### src/rtl/burst_pkg.sv
package burst_pkg;

    localparam int COL_W = 8;

    typedef enum logic [2:0] {
        LEN_1    = 3'b000,
        LEN_2    = 3'b001,
        LEN_4    = 3'b010,
        LEN_8    = 3'b011,
        LEN_PAGE = 3'b111
    } burst_len_e;

    typedef enum logic {
        ORD_SEQ = 1'b0,
        ORD_XOR = 1'b1
    } burst_ord_e;

    typedef struct packed {
        logic [COL_W-1:0] base;
        burst_len_e       len;
        burst_ord_e       ord;
    } burst_cfg_t;

    // Low-bit field that a burst of the given length may touch.
    function automatic logic [COL_W-1:0] wrap_mask(burst_len_e l);
        case (l)
            LEN_2:    return COL_W'(1);
            LEN_4:    return COL_W'(3);
            LEN_8:    return COL_W'(7);
            LEN_PAGE: return '1;
            default:  return '0;
        endcase
    endfunction

    function automatic logic is_page(burst_len_e l);
        return l == LEN_PAGE;
    endfunction

endpackage

### src/rtl/burst_beat_ctr.sv
module burst_beat_ctr
    import burst_pkg::*;
#(
    parameter int W = COL_W
) (
    input  logic             clk,
    input  logic             rst,
    input  logic             load,
    input  burst_cfg_t       cfg_in,
    input  logic             adv,
    input  logic             stop,
    output burst_cfg_t       cfg_q,
    output logic [W-1:0]     beat,
    output logic             busy,
    output logic             last
);

    logic [W-1:0] mask;
    logic         page;

    always_comb begin
        mask = W'(wrap_mask(cfg_q.len));
        page = is_page(cfg_q.len);
        last = busy && !page && (beat == mask);
    end

    always_ff @(posedge clk) begin
        if (rst) begin
            cfg_q <= '{base: '0, len: LEN_1, ord: ORD_SEQ};
            beat  <= '0;
            busy  <= 1'b0;
        end else if (load) begin
            cfg_q <= cfg_in;
            beat  <= '0;
            busy  <= 1'b1;
        end else if (busy) begin
            if (stop && page) begin
                busy <= 1'b0;
            end else if (adv) begin
                if (last) busy <= 1'b0;
                else      beat <= beat + 1'b1;
            end
        end
    end


    restart_chk: assert property (@(posedge clk) disable iff (rst)
        load |=> (busy && beat == '0));


    end_on_last_chk: assert property (@(posedge clk) disable iff (rst)
        (last && adv && !load) |=> !busy);


    page_stop_chk: assert property (@(posedge clk) disable iff (rst)
        (busy && page && stop && !load) |=> !busy);


    hold_beat_chk: assert property (@(posedge clk) disable iff (rst)
        (!adv && !load) |=> $stable(beat));

endmodule

### src/rtl/burst_col_map.sv
module burst_col_map
    import burst_pkg::*;
#(
    parameter int W = COL_W
) (
    input  logic         clk,
    input  logic         rst,
    input  burst_cfg_t   cfg,
    input  logic [W-1:0] beat,
    output logic [W-1:0] col
);

    logic [W-1:0] mask;
    logic [W-1:0] low;
    logic         use_xor;

    always_comb begin
        mask    = W'(wrap_mask(cfg.len));
        use_xor = (cfg.ord == ORD_XOR) && !is_page(cfg.len);
        low     = use_xor ? (cfg.base ^ beat) : (cfg.base + beat);
        col     = (cfg.base & ~mask) | (low & mask);
    end


    block_confine_chk: assert property (@(posedge clk) disable iff (rst)
        !is_page(cfg.len) |-> ((col ^ cfg.base) & ~mask) == '0);

endmodule

### src/rtl/burst_col_gen.sv
module burst_col_gen
    import burst_pkg::*;
#(
    parameter int W = COL_W
) (
    input  logic         clk,
    input  logic         rst,
    input  logic         load,
    input  logic [W-1:0] start_col,
    input  logic [2:0]   len_sel,
    input  logic         order_sel,
    input  logic         adv,
    input  logic         stop,
    output logic [W-1:0] col,
    output logic         busy,
    output logic         last
);

    burst_cfg_t   cfg_in;
    burst_cfg_t   cfg_q;
    logic [W-1:0] beat;

    always_comb begin
        cfg_in.base = start_col;
        cfg_in.len  = burst_len_e'(len_sel);
        cfg_in.ord  = burst_ord_e'(order_sel);
    end

    burst_beat_ctr #(.W(W)) u_ctr (
        .clk    (clk),
        .rst    (rst),
        .load   (load),
        .cfg_in (cfg_in),
        .adv    (adv),
        .stop   (stop),
        .cfg_q  (cfg_q),
        .beat   (beat),
        .busy   (busy),
        .last   (last)
    );

    burst_col_map #(.W(W)) u_map (
        .clk  (clk),
        .rst  (rst),
        .cfg  (cfg_q),
        .beat (beat),
        .col  (col)
    );


    load_col_chk: assert property (@(posedge clk) disable iff (rst)
        load |=> (col == $past(start_col)));


    page_step_chk: assert property (@(posedge clk) disable iff (rst)
        (busy && is_page(cfg_q.len) && adv && !stop && !load)
            |=> (col == W'($past(col) + 1'b1)));


    page_no_last_chk: assert property (@(posedge clk) disable iff (rst)
        (busy && is_page(cfg_q.len)) |-> !last);

endmodule

### config.mk
export PLATFORM = sky130hd
export DESIGN_NAME = burst_col_gen
export DESIGN_NICKNAME = d
export VERILOG_FILES = /design/src/rtl/burst_pkg.sv /design/src/rtl/burst_beat_ctr.sv /design/src/rtl/burst_col_map.sv /design/src/rtl/burst_col_gen.sv
export SDC_FILE = /design/constraint.sdc
export NUM_CORES = 1
export LEC_CHECK = 0
export BUFFER_PORTS_ARGS = -buffer_cell sky130_fd_sc_hd__buf_2
export CAP_MARGIN = 0
export CORE_AREA = 5 5 77 79
export CTS_CLUSTER_DIAMETER = 150
export CTS_CLUSTER_SIZE = 20
export DETAILED_ROUTE_END_ITERATION = 10
export DIE_AREA = 0 0 82 84
export HOLD_SLACK_MARGIN = 0.15
export MAX_ROUTING_LAYER = met4
export SLEW_MARGIN = 30
export SYNTH_ARGS = -nofsm -noshare
export SYNTH_HDL_FRONTEND = slang
export SYNTH_SLANG_ARGS = --single-unit
### constraint.sdc
create_clock -name clk -period 4.5 [get_ports clk]
set_clock_uncertainty 0.2 [all_clocks]
set_input_delay 0.45 -clock clk [delete_from_list [all_inputs] [get_ports clk]]
set_output_delay 0.45 -clock clk [all_outputs]
set_load 0.03 [all_outputs]
Yosys cells after proc, flatten, opt, wreduce, memory -nomap -nowiden:

Index checks and enable logic that the tools add are counted.

* input port bits: 17
* output and inout bits: 10
* register bits after elaboration: 21
* logic and storage cells: 33

* mux-type cells: 7
* bitwise operators: 7
* equality and inequality tests: 5
* add/sub/neg operators: 2
* reductions and logical operators: 7

Operator list (count)
* 8-bit one-hot mux with 4 select lines: 1
* 8-bit bitwise AND: 2
* 8-bit by 1-bit adder with 8-bit output (second input constant): 1
* 8-bit adder: 1
* 8-bit equality test: 1
* 8-bit two-way mux: 1
* 8-bit inverter: 1
* 8-bit OR: 1
* 8-bit XOR: 1
* 3-bit by 2-bit equality test with 1-bit output (second input constant): 2
* 1-bit two-way mux: 5
* 1-bit logical AND: 4
* 4-bit AND reduction: 1
* 3-bit by 1-bit equality test with 1-bit output (second input constant): 1
* 3-bit equality test (second input constant): 1
* 1-bit inverter: 2
* 2-bit OR reduction: 1
* 1-bit logical NOT: 1

Longest topological paths before layout:

Gate-level depths: netlist of the first run.

* depth after elaboration: 9
* mapped depth: 8
* gate-level depth less buffers: 8

Cells and area by module:

Synthesis of the first run repeated with hierarchy kept, for this count alone.

* cell total of the unflattened synthesis: 181
* area, all modules: 1512.7 sq um

By module, submodules not included
* burst_beat_ctr: seq. area each 420.4 sq um, cells an instance 115, times used 1, area each 1058.5 sq um
* burst_col_map: seq. area each 0.0 sq um, cells an instance 66, times used 1, area each 454.2 sq um

Worst setup path after synthesis of the first run:

No wires, ideal clock.

* kind: flip-flop to output port
* start point: register u_ctr.beat[0]
* end point: output port col[4]
* buffers on the path: 0
* data required time: 3.850 ns
* stages on the path, launching flop included: 9
* path slack: 1.751 ns
* arrival time: 2.099 ns
* cell sequence: dfxtp_1 > ha_1 > inv_1 > fa_1 > nor2b_1 > o21ai_0 > nand2_1 > nor2_1 > o31ai_1

* cells in the longest elaborated chain, start to end: 4

Ends and longest elaborated chain
* start: declaration: RTL line burst_beat_ctr.sv:13 `output logic [W-1:0] beat,`
* start signal: assignment: RTL line burst_beat_ctr.sv:41 `else beat <= beat + 1'b1;`
* 8-bit adder: RTL line burst_col_map.sv:20 `low = use_xor ? (cfg.base ^ beat) : (cfg.base + beat);`
* 8-bit two-way mux: RTL line burst_col_map.sv:20
* 8-bit bitwise AND: RTL line burst_col_map.sv:21 `col = (cfg.base & ~mask) | (low & mask);`
* 8-bit OR: RTL line burst_col_map.sv:21
* end: declaration: RTL line burst_col_gen.sv:14 `output logic [W-1:0] col,`

No other way between the ends.

Worst setup path after layout of the first run:

* start point: register u_ctr.beat[0]
* end point: output port col[6]

Same word-level chain as after synthesis.

==> impl_metrics.tcl, run 1 <==
set metrics [dict create \
    max_freq_ghz 0.322 \
    min_period_over_period_pct 69.0 \
    worstSetupPathType "register to primary output" \
    clockBufferDepth 2 \
    start_kind "register" \
    syn_area_sq_um 1470 \
    timing.rr.end "u_ctr.beat[2]$_SDFFE_PP0P_" \
    synth_flop_cell "dfxtp_1" \
    switchingPower_mw 0.116 \
    fin_tns_setup_ns 0 \
    tightest_slew_ns 0.456 \
    clk_pin_slew_worst_paths_ns 0.08 \
    layout_common_cells "buf_2 (26), nor2_1 (23), dfxtp_1 (21)" \
    ir_worst_vdd_mv 0.187 \
    synthTopCellsByArea "dfxtp_1 (29%), mux2i_1 (8.2%), ha_1 (6.8%)" \
    die_height_um 84 \
    drive_gt1_share_pct 20.0 \
    grt_max_degree 17 \
    status "finished, final reports clean" \
    syn_inst 173 \
    combPwrFrac_pct 18.4 \
    finalHoldViolCount 0 \
    rsz0062_at_grt "false" \
    grt_pass1_vias 1284 \
    die_area_sq_um 6890 \
    clkLatencyLatePin_ns 0.26 \
    min_path_cells 3 \
    dpl.hpwl_mm 2.51 \
    final_common_cell "buf_2" \
    drc_errors 0 \
    cts_tree "built" \
    reg2reg_from "u_ctr.cfg_q[2]$_SDFFE_PP0P_" \
    portBuffers 26 \
    ys_ff_latch 21 \
    num_rows 27 \
    min_to "u_ctr.cfg_q[5]$_SDFFE_PP0P_" \
    syn_to_final_growth_pct 15.5 \
    placed_cell_area_sq_um 1660 \
    drtIter0Drc 85 \
    finalSetupViolCount 0 \
    finalPower_mw 0.402 \
    grt_pass1_wl_mm 5.93 \
    core_sq_um 5270 \
    grt_antenna_before_repair 0 \
    routed_wl_mm 3.25 \
    period_needed_ns 3.11 \
    reg2reg_slack_ns 2.33 \
    synthArstFlopShare_pct 0 \
    h-tree-depth 1 \
    synth.distinct_cells 47 \
    io_pins 27 \
    viasPerCell 4.79 \
    postCtsSetupRepairBufs 0 \
    grt-ovfl-total 0 \
    fin_area_sq_um 1700 \
    end_kind "primary output" \
    hold_class "primary input to register" \
    p_int_mw 0.286 \
    post-synth-top-area-cell "dfxtp_1" \
    gp_congestion 0.768 \
    worstPathMaxFanout 10 \
    drv_cap 0 \
    worstRegToRegCells 5 \
    required_ns 3.85 \
    cts_resized 0 \
    grt_util_all_layers_pct 10.8 \
    routedWlPerCell_um 12.2 \
    initial_core_util_pct 27.9 \
    n_antenna_cell 0 \
    switching_share_pct 28.8 \
    leakagePower_nw 0.673 \
    relSlewSlack_pct 69.6 \
    final_util_pct 32.3 \
    crit_arrival_ns 2.46 \
    drtPass1Iterations 4 \
    via_count 1280 \
    powerDensity_nw_per_um2 236 \
    seq_power_share_pct 50.5 \
    syn_avg_cell_area_sq_um 8.51 \
    cts_made_buffers 3 \
    maxSlewViolCount 0 \
    holdCritStartpoint "start_col[1]" \
    cts_hold_buf 0 \
    synth_edf_count 0 \
    synth_top_area_share_pct 28.5 \
    clock_sinks 21 \
    ant_nets 0 \
    cts_root_buffer "clkbuf_8" \
    clock_power_share_pct 31.1 \
    ys_seq_area_share_pct 28.5 \
    ys.warnings.count 0 \
    nets 222 \
    die_width_um 82 \
    syn_nets 199 \
]
## synthesized netlist by cell type, types with 3 or more instances
cell      count
a211oi_1      7
a21oi_1       6
clkbuf_1      5
dfxtp_1      21
ha_1          8
inv_1         7
mux2i_1      12
nand2_1      14
nand3_1       3
nand4_1       3
nor2_1       23
o21ai_0      11
or3_1         3
xnor2_1       6
xor2_1        4
## metal layers
layer	GRT usage, %	vias up	wire, um
li1	-	677	-
met1	15.8	575	1750
met2	15.4	26	1340
met3	2.59	2	150
met4	1.36	0	15
met5	-	-	0
## power by group through the flow
| stage | combinational [mW] | clock (mW) | sequential (mW) |
|---|---|---|---|
| 5_1_grt | 0.0826 | 0.140 | 0.205 |
| 3_3_place_gp | 0.0746 | 0 | 0.208 |
| 3_5_place_dp | 0.0745 | 0 | 0.208 |
| 6_report | 0.0740 | 0.125 | 0.203 |
| 4_1_cts | 0.0749 | 0.130 | 0.203 |
| 2_1_floorplan | 0.0573 | 0 | 0.203 |
## cells by family after synthesis
| logic type | Yosys count | share of synthesized area (%) |
|---|---|---|
| simple gates | 61 | 20.9 |
| compound gates | 44 | 23.3 |
| flops | 21 | 28.5 |
| buf+inv | 15 | 4.25 |
| mux | 13 | 8.92 |
| xor+xnor | 10 | 5.95 |
| fa+ha+maj | 9 | 8.16 |
## critical path: stages, from the launching register on
cell and delay, ns:
dfxtp_1 0.49, ha_1 0.26, inv_1 0.07, fa_1 0.39
nor2b_1 0.12, o21ai_0 0.11, a21boi_0 0.34, or4_1 0.17
nand3_1 0.06, buf_2 0.18
## metrics by stage
step,hold slack (ns),std cells,worst slack (ns)
floorplan,0.281,173,1.75
global placement,0.297,263,1.77
detailed placement,0.323,263,1.71
CTS,0.213,267,1.42
global route,0.219,267,1.11
finish,0.218,267,1.39
## registers in the layout (all words and copies together), names as in the netlist
| name | cells |
|---|---|
| u_ctr.busy | 1 |
| u_ctr.beat | 8 |
| u_ctr.cfg_q | 12 |
## how the worst max path moves through the flow
stage	start	slack, ns	to
2_1_floorplan	u_ctr.beat[0]$_SDFFE_PP0P_	1.75	col[4]
3_3_place_gp	u_ctr.beat[2]$_SDFFE_PP0P_	1.77	col[6]
3_5_place_dp	u_ctr.beat[0]$_SDFFE_PP0P_	1.71	col[6]
4_1_cts	u_ctr.beat[0]$_SDFFE_PP0P_	1.42	col[6]
5_1_grt	u_ctr.beat[0]$_SDFFE_PP0P_	1.11	col[6]
6_report	u_ctr.beat[0]$_SDFFE_PP0P_	1.39	col[6]
## final cells by class
cell class / instances / area [sq um]
Fill cell: 597 / 3570
Multi-Input combinational cell: 137 / 990
Sequential cell: 21 / 420
Timing Repair Buffer: 26 / 130
Tap cell: 72 / 90.1
Clock buffer: 4 / 45.0
Inverter: 7 / 26.3
Note: power is estimated with default switching activity, not from simulation.
==> run 2: changes to the inputs <==
--- a/config.mk
+++ b/config.mk
@@ -5,13 +5,14 @@
 export SDC_FILE = /design/constraint.sdc
 export NUM_CORES = 1
 export LEC_CHECK = 0
+export ABC_AREA = 1
 export BUFFER_PORTS_ARGS = -buffer_cell sky130_fd_sc_hd__buf_2
 export CAP_MARGIN = 0
-export CORE_AREA = 5 5 77 79
+export CORE_AREA = 5 5 78 80
 export CTS_CLUSTER_DIAMETER = 150
 export CTS_CLUSTER_SIZE = 20
 export DETAILED_ROUTE_END_ITERATION = 10
-export DIE_AREA = 0 0 82 84
+export DIE_AREA = 0 0 83 85
 export HOLD_SLACK_MARGIN = 0.15
 export MAX_ROUTING_LAYER = met4
 export SLEW_MARGIN = 30
==> constraint.sdc (replaced) <==
create_clock -name clk -period 2.9 [get_ports clk]
set_clock_uncertainty 0.2 [all_clocks]
set_input_delay 0.29 -clock clk [delete_from_list [all_inputs] [get_ports clk]]
set_output_delay 0.29 -clock clk [all_outputs]
set_load 0.03 [all_outputs]
==> impl_metrics.tcl, run 2 <==
set metrics [dict create \
    synth.distinct_cells 29 \
    crit_chain "inv_1 -> fa_1 -> inv_1 -> nand4_1 -> nand3_1 -> nand2_1 -> nand3_1 -> o21ai_0 -> inv_1 -> buf_2" \
    syn_to_final_growth_pct 24.3 \
    drv_cap 0 \
    post-synth-top-area-cell "dfxtp_1" \
    worstPathMaxFanout 7 \
    routed_wl_mm 3.76 \
    start_kind "register" \
    ys_ff_latch 21 \
    syn_area_sq_um 1520 \
    dpl.hpwl_mm 2.89 \
    syn_avg_cell_area_sq_um 6.58 \
    end_kind "primary output" \
    nets 296 \
    clkLatencyLatePin_ns 0.27 \
    leakagePower_nw 0.898 \
    final-seq-area_sq_um 422 \
    synthTopCellsByArea "dfxtp_1 (28%), nand2_1 (16%), a21oi_1 (7.2%)" \
    cts_made_buffers 3 \
    worstRegToRegCells 8 \
    critPathLaunch "u_ctr.beat[1]$_SDFFE_PP0P_" \
    portBuffers 26 \
    largest_reg_flops 12 \
    reg2reg_slack_ns 1.27 \
    die_height_um 85 \
    critPathTopFamily "buffers and inverters" \
    cp_num_cells 10 \
    min_period_over_period_pct 88.1 \
    layout_common_cells "nand2_1 (66), inv_1 (26), buf_2 (26)" \
    final_common_cell "nand2_1" \
    die_area_sq_um 7060 \
    synth_top_area_share_pct 27.7 \
    fin_tns_setup_ns 0 \
    powerDensity_nw_per_um2 346 \
    syn_nets 257 \
    cts_tree "built" \
    fin_cells 341 \
    relSlewSlack_pct 71.9 \
    grt_util_all_layers_pct 11.4 \
    synth_commonest_cells "nand2_1 (66), inv_1 (26), a21oi_1 (22), dfxtp_1 (21), nand3_1 (19)" \
    viasPerCell 4.51 \
    ys.warnings.count 0 \
    status "finished, final reports clean" \
    finalHoldViolCount 0 \
    top_regs "u_ctr.cfg_q: 12 flops, u_ctr.beat: 8 flops, u_ctr.busy: 1 flops" \
    n_antenna_cell 0 \
    clk_pin_slew_worst_paths_ns 0.08 \
    synth_flop_cell "dfxtp_1" \
    grt_max_degree 18 \
    cts_root_buffer "clkbuf_8" \
    timing.rr.end "u_ctr.beat[4]$_SDFFE_PP0P_" \
    die_width_um 83 \
    ys_seq_area_share_pct 27.7 \
    gp_congestion 0.916 \
    initial_core_util_pct 28.5 \
    synth_edf_count 0 \
    cp_num_buf_inv 4 \
    fillCellCount 619 \
    rsz0062_at_grt "false" \
    num_rows 27 \
    reg2reg_from "u_ctr.busy$_SDFF_PP0_" \
    clock_sinks 21 \
    tightest_slew_ns 0.419 \
    drtPass1Iterations 5 \
    core_sq_um 5340 \
    syn_inst 231 \
    io_pins 27 \
    maxSlewViolCount 0 \
    crit_end "col[6]" \
    grt-ovfl-total 0 \
    drtIter0Drc 89 \
    worstSetupPathType "register to primary output" \
    via_count 1539 \
    max_freq_ghz 0.391 \
    routedWlPerCell_um 11.0 \
    drive_gt1_share_pct 18.2 \
    grt_antenna_before_repair 0 \
    ir_worst_vdd_mv 0.205 \
    required_ns 2.41 \
    period_needed_ns 2.56 \
    crit_arrival_ns 2.07 \
    finalPower_mw 0.654 \
    dp_cells 325 \
    grt_pass1_wl_mm 6.57 \
    drc_errors 0 \
    clockBufferDepth 2 \
    hold_class "primary input to register" \
    grt_pass1_vias 1498 \
    synthArstFlopShare_pct 0 \
    finalSetupViolCount 0 \
    whs_ns 0.156 \
    h-tree-depth 1 \
    path_common_cell "inv_1" \
    ant_nets 0 \
    cp_slowest_cell "fa_1" \
    multi_input_area_sq_um 966 \
    top_register "u_ctr.cfg_q" \
    synth_most_common_cell "nand2_1" \
    critical-path-max-stage-delay_ns 0.45 \
]
[run 2: cell types whose count changed in the layout (fill, tap and decap cells not counted), moves of 9 or more]
cell	previous run	this run
dlygate4sd3_1	0	12
nand3_1	3	19
mux2i_1	12	0
inv_1	7	26
a21oi_1	6	22
nand2_1	14	66
nor2_1	23	14
[run 2: layer usage]
metal | global-route usage [%] | share of wire (%) | vias up
met3 | 2.14 | 3.4 | 8
met4 | 3.71 | 1.7 | 0
met2 | 20.1 | 49 | 30
met1 | 13.1 | 46 | 668
li1 | - | - | 833
met5 | - | 0 | -
[run 2: worst min path at each step]
stage                                    to  slack, ns  cells past startpoint                   startpoint
6_report       u_ctr.cfg_q[10]$_SDFFE_PP0P_       0.16                      3                         load
4_1_cts         u_ctr.cfg_q[0]$_SDFFE_PP0P_       0.15                      3                         load
3_3_place_gp    u_ctr.cfg_q[0]$_SDFFE_PP0P_       0.26                      2  u_ctr.cfg_q[0]$_SDFFE_PP0P_
5_1_grt         u_ctr.cfg_q[9]$_SDFFE_PP0P_       0.17                      3                         load
3_5_place_dp    u_ctr.cfg_q[0]$_SDFFE_PP0P_       0.27                      2  u_ctr.cfg_q[0]$_SDFFE_PP0P_
2_1_floorplan  u_ctr.cfg_q[11]$_SDFFE_PP0P_       0.17                      1                          rst
[run 2: stage by stage]
| step | utilization, % | worst slack [ns] | area, sq um |
|---|---|---|---|
| 3_3_place_gp | 32.3 | 0.633 | 1720 |
| 3_5_place_dp | 32.3 | 0.562 | 1720 |
| 4_1_cts | 35.4 | 0.254 | 1890 |
| 5_1_grt | 35.4 | 0.0684 | 1890 |
| 6_report | 35.4 | 0.344 | 1890 |
| 2_1_floorplan | - | 0.533 | 1520 |
[run 2: report_power, final]
group	leakage (nW)	internal, mW	total (mW)	switching (mW)
Combinational	0.703	0.0536	0.142	0.0879
Clock	0.0228	0.0984	0.203	0.104
Sequential	0.173	0.300	0.310	0.0100
Total	0.898	0.452	0.654	0.202
[run 2: worst register-to-register path, stage by stage, from the launching register on]
cell and delay, ns:
dfxtp_1 0.40, inv_1 0.08, nor2_1 0.09, nand3_1 0.15, nor2_4 0.16, nand3_4 0.15
nand2_4 0.15, nand2_1 0.06, a21oi_1 0.13
[run 2: what timing repair did]
item,in CTS,in global routing
setup buffers,0,0
endpoints found under the hold margin,12,0
endpoints found under the setup margin,0,1
resized for setup,0,1
hold buffers,12,0
[run 2: layout make-up]
type,instances,area share [%]
repair buffers,38,13.2
flip-flops and latches,21,22.3
inverters,31,6.16
well taps,72,4.77
clock buffers,4,2.38
multi-input cells,175,51.1
[run 2: kinds of logic after synthesis]
group / after synthesis / share of synthesized area [%]
buffers and inverters: 35 / 8.81
xor gates and xnor gates: 6 / 3.46
AOI/OAI and AO/OA: 39 / 14.8
adders and majority gates: 9 / 7.90
DFF: 21 / 27.7
and+or+nand+nor: 121 / 37.4
==> run 3: changes to the inputs <==
--- a/config.mk
+++ b/config.mk
@@ -15,6 +15,7 @@
 export DIE_AREA = 0 0 83 85
 export HOLD_SLACK_MARGIN = 0.15
 export MAX_ROUTING_LAYER = met4
+export REMOVE_ABC_BUFFERS = 1
 export SLEW_MARGIN = 30
 export SYNTH_ARGS = -nofsm -noshare
 export SYNTH_HDL_FRONTEND = slang
==> constraint.sdc (replaced) <==
create_clock -name clk -period 2.51 [get_ports clk]
set_clock_uncertainty 0.2 [all_clocks]
set_input_delay 0.251 -clock clk [delete_from_list [all_inputs] [get_ports clk]]
set_output_delay 0.251 -clock clk [all_outputs]
set_load 0.03 [all_outputs]
==> impl_metrics.tcl, run 3 (same netlist as run 2, synthesis figures left out) <==
set metrics [dict create \
    h-tree-depth 1 \
    cts_tree "built" \
    crit_arrival_ns 1.91 \
    grt_pass1_vias 1614 \
    routed_wl_mm 3.99 \
    grt_pass1_wl_mm 7.21 \
    num_rows 27 \
    die_area_sq_um 7060 \
    required_ns 2.06 \
    maxSlewViolCount 0 \
    hold_class "primary input to register" \
    dpl.hpwl_mm 2.95 \
    rsz0062_at_grt "false" \
    crit_chain "ha_2 -> inv_1 -> fa_1 -> inv_1 -> nand4_1 -> nand3_1 -> nand2_1 -> nand3_1 -> o21ai_0 -> inv_1 -> buf_4" \
    fin_ws_ns 0.153 \
    finalSetupViolCount 0 \
    end_kind "primary output" \
    tightest_slew_ns 0.453 \
    die_width_um 83 \
    finalPower_mw 0.773 \
    min_period_over_period_pct 93.9 \
    final-seq-area_sq_um 425 \
    gp_congestion 0.841 \
    core_sq_um 5340 \
    n_antenna_cell 0 \
    fin_tns_setup_ns 0 \
    start_kind "register" \
    pre_cts_ws_ns 0.336 \
    status "finished, final reports clean" \
    drtIter0Drc 74 \
    cts_root_buffer "clkbuf_8" \
    syn_to_final_growth_pct 37.0 \
    top_regs "u_ctr.cfg_q: 12 flops, u_ctr.beat: 8 flops, u_ctr.busy: 1 flops" \
    leakagePower_nw 0.967 \
    worstPathMaxFanout 3 \
    reg2reg_slack_ns 0.82 \
    ant_nets 0 \
    top_register "u_ctr.cfg_q" \
    path_common_cell "inv_1" \
    nets 313 \
    critical-path-max-stage-delay_ns 0.37 \
    viasPerCell 4.44 \
    drc_errors 0 \
    holdCritStartpoint "rst" \
    grt_max_degree 18 \
    clk_pin_slew_worst_paths_ns 0.08 \
    drv_cap 0 \
    finalHoldViolCount 0 \
    final_common_cell "nand2_1" \
    postCtsSetupRepairBufs 0 \
    worstSetupPathType "register to primary output" \
    die_height_um 85 \
    drtPass1Iterations 4 \
    ir_worst_vdd_mv 0.317 \
    io_pins 27 \
    critPathLaunch "u_ctr.cfg_q[4]$_SDFFE_PP0P_" \
    fillCellCount 589 \
    drive_gt1_share_pct 20.3 \
    clkLatencyLatePin_ns 0.26 \
    powerDensity_nw_per_um2 371 \
    largest_reg_flops 12 \
    grt-ovfl-total 0 \
    via_count 1590 \
    clockBufferDepth 2 \
    portBuffers 26 \
    initial_core_util_pct 28.5 \
    cp_slowest_cell "fa_1" \
    clock_sinks 21 \
    period_needed_ns 2.36 \
    max_freq_ghz 0.424 \
    relSlewSlack_pct 69.6 \
    routedWlPerCell_um 11.1 \
    grt_antenna_before_repair 0 \
    cts_made_buffers 3 \
    multi_input_area_sq_um 987 \
    grt_util_all_layers_pct 12.4 \
    reg2reg_from "u_ctr.busy$_SDFF_PP0_" \
    layout_common_cells "nand2_1 (66), dlygate4sd3_1 (27), inv_1 (26)" \
]
run 3: changes by cell type in the layout (fill, tap and decap cells not counted), sizes merged:
cell / change
dlygate4sd3: +15
buf: +2
run 3: cell type report:
type	instances	share of cell area, %
sequential	21	20.4
tap	72	4.33
multi-input combinational	175	47.4
inverter	31	5.59
clock buffer	4	2.16
timing repair buffer	55	20.1
run 3: routing by layer:
layer	track usage, %	wire length, um	part of all wire, %	vias to the layer above
met4	2.08	23	0.58	0
li1	-	-	-	865
met2	21.6	1840	46	25
met3	2.52	156	3.9	5
met5	-	0	0	-
met1	15.1	1970	49	695
run 3: power by group:
part	internal, mW	total, mW	switching (mW)
sequential	0.346	0.358	0.0120
combinational	0.0797	0.186	0.106
clock	0.113	0.229	0.115
run 3: per-stage QoR:
step,hold slack [ns],cells,utilization [%],area (sq um)
final,0.161,358,39.0,2080
after global routing,0.185,358,39.0,2080
after detailed placement,0.258,327,32.6,1740
after floorplan,0.120,227,-,1500
after global placement,0.254,327,32.6,1740
after CTS,0.152,358,38.5,2050
run 3: worst max-delay path, delay by kind of cell, from the launching register on:
| family | cells | cell delay [ns] |
|---|---|---|
| adder cells (fa/ha/maj) | 2 | 0.55 |
| flip-flops | 1 | 0.35 |
| buffers and inverters | 4 | 0.35 |
| AND/OR/NAND/NOR | 4 | 0.32 |
| AO/OA/AOI/OAI | 1 | 0.08 |
run 3: final timing paths:
check | end | depth (start not counted)
setup / recovery | col[6] | 11
hold / removal | u_ctr.cfg_q[2]$_SDFFE_PP0P_ | 2
setup reg to reg | u_ctr.beat[0]$_SDFFE_PP0P_ | 8
hold reg to reg | u_ctr.cfg_q[0]$_SDFFE_PP0P_ | 2
run 3: what timing repair did:
item                                   CTS  global route
endpoints found under the hold margin   13             0
setup endpoints to repair                0             4
resized for setup                        0            11
hold buffers                            27             0
